`config.mk`:
```
export PLATFORM = sky130hd
export DESIGN_NAME = sar_scan_seq
export DESIGN_NICKNAME = d
export VERILOG_FILES = /design/src/rtl/sar_seq_pkg.sv /design/src/rtl/sar_phase_timer.sv /design/src/rtl/sar_approx.sv /design/src/rtl/sar_flag.sv /design/src/rtl/sar_seq_fsm.sv /design/src/rtl/sar_scan_seq.sv
export SDC_FILE = /design/constraint.sdc
export NUM_CORES = 1
export LEC_CHECK = 0
export BUFFER_PORTS_ARGS = -buffer_cell sky130_fd_sc_hd__buf_4
export CORE_MARGIN = 2
export CORE_UTILIZATION = 50
export DETAILED_ROUTE_END_ITERATION = 8
export PLACE_DENSITY = 0.79
export SETUP_SLACK_MARGIN = 0.05
export SYNTH_ARGS = -nofsm -noshare
export SYNTH_HDL_FRONTEND = slang
export SYNTH_SLANG_ARGS = --single-unit
```
`constraint.sdc`:
```
create_clock -name clk -period 6.1 [get_ports clk]
set_input_delay 1.22 -clock clk [delete_from_list [all_inputs] [get_ports clk]]
set_output_delay 1.22 -clock clk [all_outputs]
set_load 0.02 [all_outputs]
```
`src/rtl/sar_seq_pkg.sv`:
```
package sar_seq_pkg;
  localparam int DATA_W = 12;
  localparam int SMP_W  = 3;
  localparam int RES_W  = 2;
  localparam int PH_W   = 10;
  localparam int BITS_W = 4;

  typedef enum logic [1:0] {
    ST_IDLE    = 2'd0,
    ST_SAMPLE  = 2'd1,
    ST_CONVERT = 2'd2,
    ST_STOP    = 2'd3
  } seq_state_e;

  // sampling length in half clock periods per code
  function automatic logic [PH_W-1:0] smp_half(input logic [SMP_W-1:0] code);
    logic [PH_W-1:0] h;
    case (code)
      3'd0:    h = 10'd3;
      3'd1:    h = 10'd15;
      3'd2:    h = 10'd27;
      3'd3:    h = 10'd57;
      3'd4:    h = 10'd83;
      3'd5:    h = 10'd111;
      3'd6:    h = 10'd143;
      default: h = 10'd479;
    endcase
    return h;
  endfunction

  function automatic logic [BITS_W-1:0] res_bits(input logic [RES_W-1:0] code);
    return BITS_W'(DATA_W - 2 * int'(code));
  endfunction

  // approximation length in half periods: 2n+1
  function automatic logic [PH_W-1:0] res_half(input logic [RES_W-1:0] code);
    return PH_W'({res_bits(code), 1'b1});
  endfunction
endpackage

```
`src/rtl/sar_phase_timer.sv`:
```
module sar_phase_timer
  import sar_seq_pkg::*;
#(
  parameter bit FINE_TIMING = 1'b1
) (
  input  logic [SMP_W-1:0]  smp_code,
  input  logic [RES_W-1:0]  res_code,
  output logic [PH_W-1:0]   smp_cycles,
  output logic [PH_W-1:0]   cnv_cycles,
  output logic [BITS_W-1:0] nbits
);
  logic [PH_W-1:0] sh;
  logic [PH_W-1:0] rh;

  assign sh         = smp_half(smp_code);
  assign rh         = res_half(res_code);
  assign nbits      = res_bits(res_code);
  assign smp_cycles = (sh + PH_W'(1)) >> 1;

  generate
    if (FINE_TIMING) begin : g_fine
      logic [PH_W-1:0] total;
      assign total      = (sh + rh) >> 1;
      assign cnv_cycles = total - smp_cycles;
    end else begin : g_round
      assign cnv_cycles = (rh + PH_W'(1)) >> 1;
    end
  endgenerate
endmodule

```
`src/rtl/sar_approx.sv`:
```
module sar_approx
  import sar_seq_pkg::*;
(
  input  logic              clk,
  input  logic              rst_n,
  input  logic              init,
  input  logic              step,
  input  logic [BITS_W-1:0] nbits,
  input  logic              cmp_in,
  output logic [DATA_W-1:0] dac_code,
  output logic [DATA_W-1:0] result
);
  logic [DATA_W-1:0] acc_q;
  logic [DATA_W-1:0] mask_q;
  logic [DATA_W-1:0] acc_nx;
  logic [BITS_W-1:0] left_q;
  logic              trial;

  assign trial    = step && (left_q != '0);
  assign dac_code = trial ? (acc_q | mask_q) : acc_q;
  assign acc_nx   = (trial && cmp_in) ? (acc_q | mask_q) : acc_q;
  assign result   = acc_nx >> (BITS_W'(DATA_W) - nbits);

  always_ff @(posedge clk or negedge rst_n) begin
    if (!rst_n) begin
      acc_q  <= '0;
      mask_q <= '0;
      left_q <= '0;
    end else if (init) begin
      acc_q  <= '0;
      mask_q <= {1'b1, {(DATA_W-1){1'b0}}};
      left_q <= nbits;
    end else if (trial) begin
      acc_q  <= acc_nx;
      mask_q <= mask_q >> 1;
      left_q <= left_q - BITS_W'(1);
    end
  end
endmodule

```
`src/rtl/sar_flag.sv`:
```
module sar_flag (
  input  logic clk,
  input  logic rst_n,
  input  logic set,
  input  logic clr,
  output logic q
);
  always_ff @(posedge clk or negedge rst_n) begin
    if (!rst_n)   q <= 1'b0;
    else if (set) q <= 1'b1;
    else if (clr) q <= 1'b0;
  end
endmodule

```
`src/rtl/sar_seq_fsm.sv`:
```
module sar_seq_fsm
  import sar_seq_pkg::*;
#(
  parameter int CH_W = 3
) (
  input  logic            clk,
  input  logic            rst_n,
  input  logic            start_set,
  input  logic            stop_set,
  input  logic            cfg_cont,
  input  logic [CH_W-1:0] scan_last,
  input  logic [PH_W-1:0] smp_cycles,
  input  logic [PH_W-1:0] cnv_cycles,
  output seq_state_e      state,
  output logic [CH_W-1:0] cur_ch,
  output logic            accept,
  output logic            smp_end,
  output logic            cnv_end,
  output logic            seq_end
);
  seq_state_e      state_q;
  logic [PH_W-1:0] cnt_q;
  logic [CH_W-1:0] ch_q;
  logic [CH_W-1:0] last_q;
  logic            cont_q;
  logic            busy;
  logic            abort;
  logic            smp_done;
  logic            cnv_done;

  assign busy     = (state_q == ST_SAMPLE) || (state_q == ST_CONVERT);
  assign abort    = busy && stop_set;
  assign accept   = (state_q == ST_IDLE) && start_set;
  assign smp_done = (state_q == ST_SAMPLE) && (cnt_q == smp_cycles - PH_W'(1));
  assign cnv_done = (state_q == ST_CONVERT) && (cnt_q == cnv_cycles - PH_W'(1));
  assign smp_end  = smp_done && !stop_set;
  assign cnv_end  = cnv_done && !stop_set;
  assign seq_end  = cnv_end && (ch_q == last_q);
  assign state    = state_q;
  assign cur_ch   = ch_q;

  always_ff @(posedge clk or negedge rst_n) begin
    if (!rst_n) begin
      state_q <= ST_IDLE;
      cnt_q   <= '0;
      ch_q    <= '0;
      last_q  <= '0;
      cont_q  <= 1'b0;
    end else begin
      case (state_q)
        ST_IDLE: begin
          if (accept) begin
            state_q <= ST_SAMPLE;
            cnt_q   <= '0;
            ch_q    <= '0;
            last_q  <= scan_last;
            cont_q  <= cfg_cont;
          end
        end
        ST_SAMPLE: begin
          if (abort) begin
            state_q <= ST_STOP;
          end else if (smp_done) begin
            state_q <= ST_CONVERT;
            cnt_q   <= '0;
          end else begin
            cnt_q <= cnt_q + PH_W'(1);
          end
        end
        ST_CONVERT: begin
          if (abort) begin
            state_q <= ST_STOP;
          end else if (cnv_done) begin
            cnt_q <= '0;
            if (ch_q == last_q) begin
              ch_q    <= '0;
              state_q <= cont_q ? ST_SAMPLE : ST_IDLE;
            end else begin
              ch_q    <= ch_q + CH_W'(1);
              state_q <= ST_SAMPLE;
            end
          end else begin
            cnt_q <= cnt_q + PH_W'(1);
          end
        end
        default: begin
          state_q <= ST_IDLE;
          cnt_q   <= '0;
          ch_q    <= '0;
        end
      endcase
    end
  end
endmodule

```
`src/rtl/sar_scan_seq.sv`:
```
module sar_scan_seq
  import sar_seq_pkg::*;
#(
  parameter int  NUM_CH      = 8,
  parameter bit  FINE_TIMING = 1'b1,
  localparam int CH_W        = (NUM_CH > 1) ? $clog2(NUM_CH) : 1
) (
  input  logic              clk,
  input  logic              rst_n,
  input  logic              start_set,
  input  logic              stop_set,
  input  logic [SMP_W-1:0]  cfg_smp,
  input  logic [RES_W-1:0]  cfg_res,
  input  logic              cfg_cont,
  input  logic [CH_W-1:0]   scan_last,
  input  logic              cmp_in,
  input  logic              clr_eosmp,
  input  logic              clr_eoc,
  input  logic              clr_eoseq,
  output logic              start_bit,
  output logic              stop_bit,
  output logic [CH_W-1:0]   cur_ch,
  output logic              sampling,
  output logic [DATA_W-1:0] dac_code,
  output logic              flag_eosmp,
  output logic              flag_eoc,
  output logic              flag_eoseq,
  output logic [DATA_W-1:0] data_reg,
  output logic [CH_W-1:0]   data_ch
);
  localparam int NFLAG = 3;

  seq_state_e        state;
  logic              accept;
  logic              smp_end;
  logic              cnv_end;
  logic              seq_end;
  logic [SMP_W-1:0]  smp_q;
  logic [RES_W-1:0]  res_q;
  logic [PH_W-1:0]   smp_cycles;
  logic [PH_W-1:0]   cnv_cycles;
  logic [BITS_W-1:0] nbits;
  logic [DATA_W-1:0] result;
  logic [DATA_W-1:0] data_q;
  logic [CH_W-1:0]   dch_q;
  logic [NFLAG-1:0]  f_set;
  logic [NFLAG-1:0]  f_clr;
  logic [NFLAG-1:0]  f_q;

  sar_phase_timer #(.FINE_TIMING(FINE_TIMING)) u_timer (
    .smp_code   (smp_q),
    .res_code   (res_q),
    .smp_cycles (smp_cycles),
    .cnv_cycles (cnv_cycles),
    .nbits      (nbits)
  );

  sar_seq_fsm #(.CH_W(CH_W)) u_fsm (
    .clk        (clk),
    .rst_n      (rst_n),
    .start_set  (start_set),
    .stop_set   (stop_set),
    .cfg_cont   (cfg_cont),
    .scan_last  (scan_last),
    .smp_cycles (smp_cycles),
    .cnv_cycles (cnv_cycles),
    .state      (state),
    .cur_ch     (cur_ch),
    .accept     (accept),
    .smp_end    (smp_end),
    .cnv_end    (cnv_end),
    .seq_end    (seq_end)
  );

  sar_approx u_sar (
    .clk      (clk),
    .rst_n    (rst_n),
    .init     (state == ST_SAMPLE),
    .step     (state == ST_CONVERT),
    .nbits    (nbits),
    .cmp_in   (cmp_in),
    .dac_code (dac_code),
    .result   (result)
  );

  assign f_set = {seq_end, cnv_end, smp_end};
  assign f_clr = {clr_eoseq, clr_eoc, clr_eosmp};

  generate
    for (genvar gi = 0; gi < NFLAG; gi++) begin : g_flag
      sar_flag u_flag (
        .clk   (clk),
        .rst_n (rst_n),
        .set   (f_set[gi]),
        .clr   (f_clr[gi]),
        .q     (f_q[gi])
      );
    end
  endgenerate

  always_ff @(posedge clk or negedge rst_n) begin
    if (!rst_n) begin
      smp_q  <= '0;
      res_q  <= '0;
      data_q <= '0;
      dch_q  <= '0;
    end else begin
      if (accept) begin
        smp_q <= cfg_smp;
        res_q <= cfg_res;
      end
      if (cnv_end) begin
        data_q <= result;
        dch_q  <= cur_ch;
      end
    end
  end

  assign start_bit  = (state != ST_IDLE);
  assign stop_bit   = (state == ST_STOP);
  assign sampling   = (state == ST_SAMPLE);
  assign flag_eosmp = f_q[0];
  assign flag_eoc   = f_q[1];
  assign flag_eoseq = f_q[2];
  assign data_reg   = data_q;
  assign data_ch    = dch_q;
endmodule

```
==> impl_metrics.yaml <==
final_layout:
  syn2layout_area_growth_pct: 13.96
  fillCellCount: 780
  final_common_cell: "dfrtp_1"
  seq_area_um2: 1752
  layout-drive-gt1-share: 0.1969
  multi_input_area_um2: 2452
  final_cell_mix: "dfrtp_1, nand2_1, a21oi_1, buf_4, nor2_1"
  design_area_um2: 5025
  nNetsFinal: 550
  antenna_cells: 0
place:
  io_buffers: 52
  dp_hpwl_um: 7294
  finalWeightedCongestion: 0.8860
  dpl_cell_area_um2: 4842
  place_ws_ns: 1.196
sta:
  clock_skew_ns: 0.01257
  tns_ns: 0
  finalWorstSetupSlack_ns: 1.164
  worst_slew_pin_slew_ns: 1.299
  period_minus_slack_ns: 4.936
  slew_violations: 0
  slew_headroom: 0.1339
  setup_violations: 0
  period_share: 0.8091
  hold_violations: 0
  rsz0062_at_grt: "no"
  whs_ns: 0.5076
  max_freq_mhz: 202.6
power:
  power_leakage_nw: 2.349
  p_per_area_nw_per_um2: 566.3
  vdd_drop_max_mv: 0.4199
run_status:
  status: "complete, no violations"
clock_tree:
  clock_sinks: 70
  clk_latency_ns: 0.36
  cts_setup_buffers: 0
  clock-root-buffer: "clkbuf_8"
  cts_tree: "built"
  ctsHoldBuffers: 0
  htree_levels: 3
  clk_pin_slew_worst_paths_ns: 0.08
  clockBufferDepth: 2
  ctsResizeCount: 0
  cts_buffers: 9
floorplan:
  std_cell_rows: 34
  dieArea_um2: 9585
  die_w_um: 97.91
  ioPinCount: 53
  core-area_um2: 8636
  die_y_um: 97.91
  start_util: 0.5106
routing:
  vias: 3580
  route.detailed.drc: 0
  wirelength_um: 9999
  drtAntennaViolNets: 0
  wire_per_inst_um: 15.97
  viasPerCell: 5.719
  drt_iter0_drc: 171
  first_pass_iters: 5
critical_path:
  path_max_fanout: 26
  timing.critical_path.from_type: "flip-flop"
  crit_slowest_cell: "dfrtp_1"
  path_class: "reg -> reg"
  cp.arrival_ns: 5.18
  end_kind: "flip-flop"
  path_cells: "nor2b_1 -> inv_1 -> nand2_1 -> inv_1 -> ha_1 -> a21oi_1 -> o21bai_1 -> a21oi_1 -> mux2i_1 -> o22ai_1 -> ha_1 -> a21o_1 -> a221oi_1 -> nor2_1 -> or4b_4 -> nor4_4 -> buf_4 -> mux2_2"
  rrSetupSlack_ns: 1.16
  worstPathRequired_ns: 6.34
  cp_slowest_stage_delay_ns: 0.76
logic_synthesis:
  yosysWarnings: 0
  synth_sequential_area_ratio: 0.3973
  syn_inst: 474
  synthFlopType: "dfrtp_1"
  ys_async_sr_fraction: 1.000
  avgSynthCellArea_um2: 9.302
  synth_seq_cells: 70
  synth_edf_count: 0
  syn-num-nets: 511
  synthDistinctLibCells: 62
  synth_area_um2: 4409
hold_path:
  min_path_type: "reg -> reg"
grt:
  antenna_found_initial: 0
  globalRouteTotalUtil: 0.2205
  grt_pass1_vias: 3511
  overflow: 0
  grt_pass1_wl_um: 17230
  grt_max_degree: 71
run:
  maxCapViolCount: 0
==> worst max-delay path: cells and delay by family, from the launching register on <==
kind	cells	cell delay (ns)
flops	1	0.76
compound gates	6	1.09
mux	2	0.58
fa+ha+maj	2	0.65
buf+inv	3	0.49
simple gates	5	1.26
==> cells in the mapped netlist, types with 3 or more instances <==
cell type / n / area [um^2]
a211oi_1: 5 / 37.54
a21o_1: 9 / 67.56
a21oi_1: 55 / 275.3
a221o_1: 4 / 40.04
a221oi_1: 3 / 26.28
a22o_1: 3 / 26.28
and2_1: 5 / 31.28
and3_1: 4 / 25.02
buf_2: 5 / 25.02
clkbuf_1: 20 / 75.07
dfrtp_1: 70 / 1752
ha_1: 18 / 225.2
inv_1: 22 / 82.58
mux2_2: 14 / 157.7
mux2i_1: 7 / 70.07
mux4_2: 6 / 135.1
nand2_1: 55 / 206.5
nand2b_1: 19 / 118.9
nand3_1: 11 / 55.05
nor2_1: 33 / 123.9
nor2b_1: 4 / 25.02
nor3_1: 7 / 35.03
nor3b_1: 3 / 22.52
o21ai_0: 11 / 55.05
o221ai_1: 7 / 61.31
or3_1: 9 / 56.30
xnor2_1: 13 / 113.9
xor2_1: 9 / 78.83
==> worst paths after layout <==
path	start	to	depth (start not counted)
max	smp_q[1]	data_ch[2]	18
min	g_flag[0].u_flag.q	g_flag[0].u_flag.q	1
max reg2reg	smp_q[1]	data_ch[2]	18
min reg2reg	g_flag[0].u_flag.q	g_flag[0].u_flag.q	1
max in group asynchronous	rst_n	u_fsm.cur_ch[2]	1
min in group asynchronous	rst_n	u_sar.mask_q[3]	1
==> layer usage <==
layer,GRT usage,routed length (um)
met5,0,0
met4,0.07158,160
met3,0.03937,429
met1,0.2861,4221
met2,0.3751,5188
==> report_power, final <==
| part | internal [mW] | total (mW) | leakage [nW] | switching [mW] |
|---|---|---|---|---|
| clock | 0.160 | 0.346 | 0.0849 | 0.186 |
| sequential | 0.533 | 0.647 | 0.939 | 0.114 |
| combinational | 0.764 | 1.85 | 1.32 | 1.09 |
==> cells by family (layout without fill, tap and decap cells) <==
logic type,count (synthesis),after routing,synth area share
simple gates,164,164,0.1896
flops,70,70,0.3973
compound gates,117,117,0.1751
other cells,2,2,0.001703
fa+ha+maj,20,20,0.06016
mux,27,27,0.08229
xor+xnor,23,23,0.04739
buf+inv,51,95,0.04654
==> final cells by class <==
cell class / count / share of cell area
Tap cell: 108 / 0.02689
Inverter: 24 / 0.01793
Multi-Input combinational cell: 353 / 0.4880
Clock inverter: 6 / 0.008964
Clock buffer: 10 / 0.02739
Sequential cell: 70 / 0.3486
Timing Repair Buffer: 55 / 0.08217
==> stage by stage <==
step | cells | utilization | power, mW
2_1_floorplan | 474 | - | 2.103
3_3_place_gp | 610 | 0.5607 | 2.447
3_5_place_dp | 610 | 0.5607 | 2.491
4_1_cts | 626 | 0.5819 | 2.851
5_1_grt | 626 | 0.5819 | 3.112
6_report | 626 | 0.5819 | 2.846
Note: power is estimated with default switching activity, not from simulation.
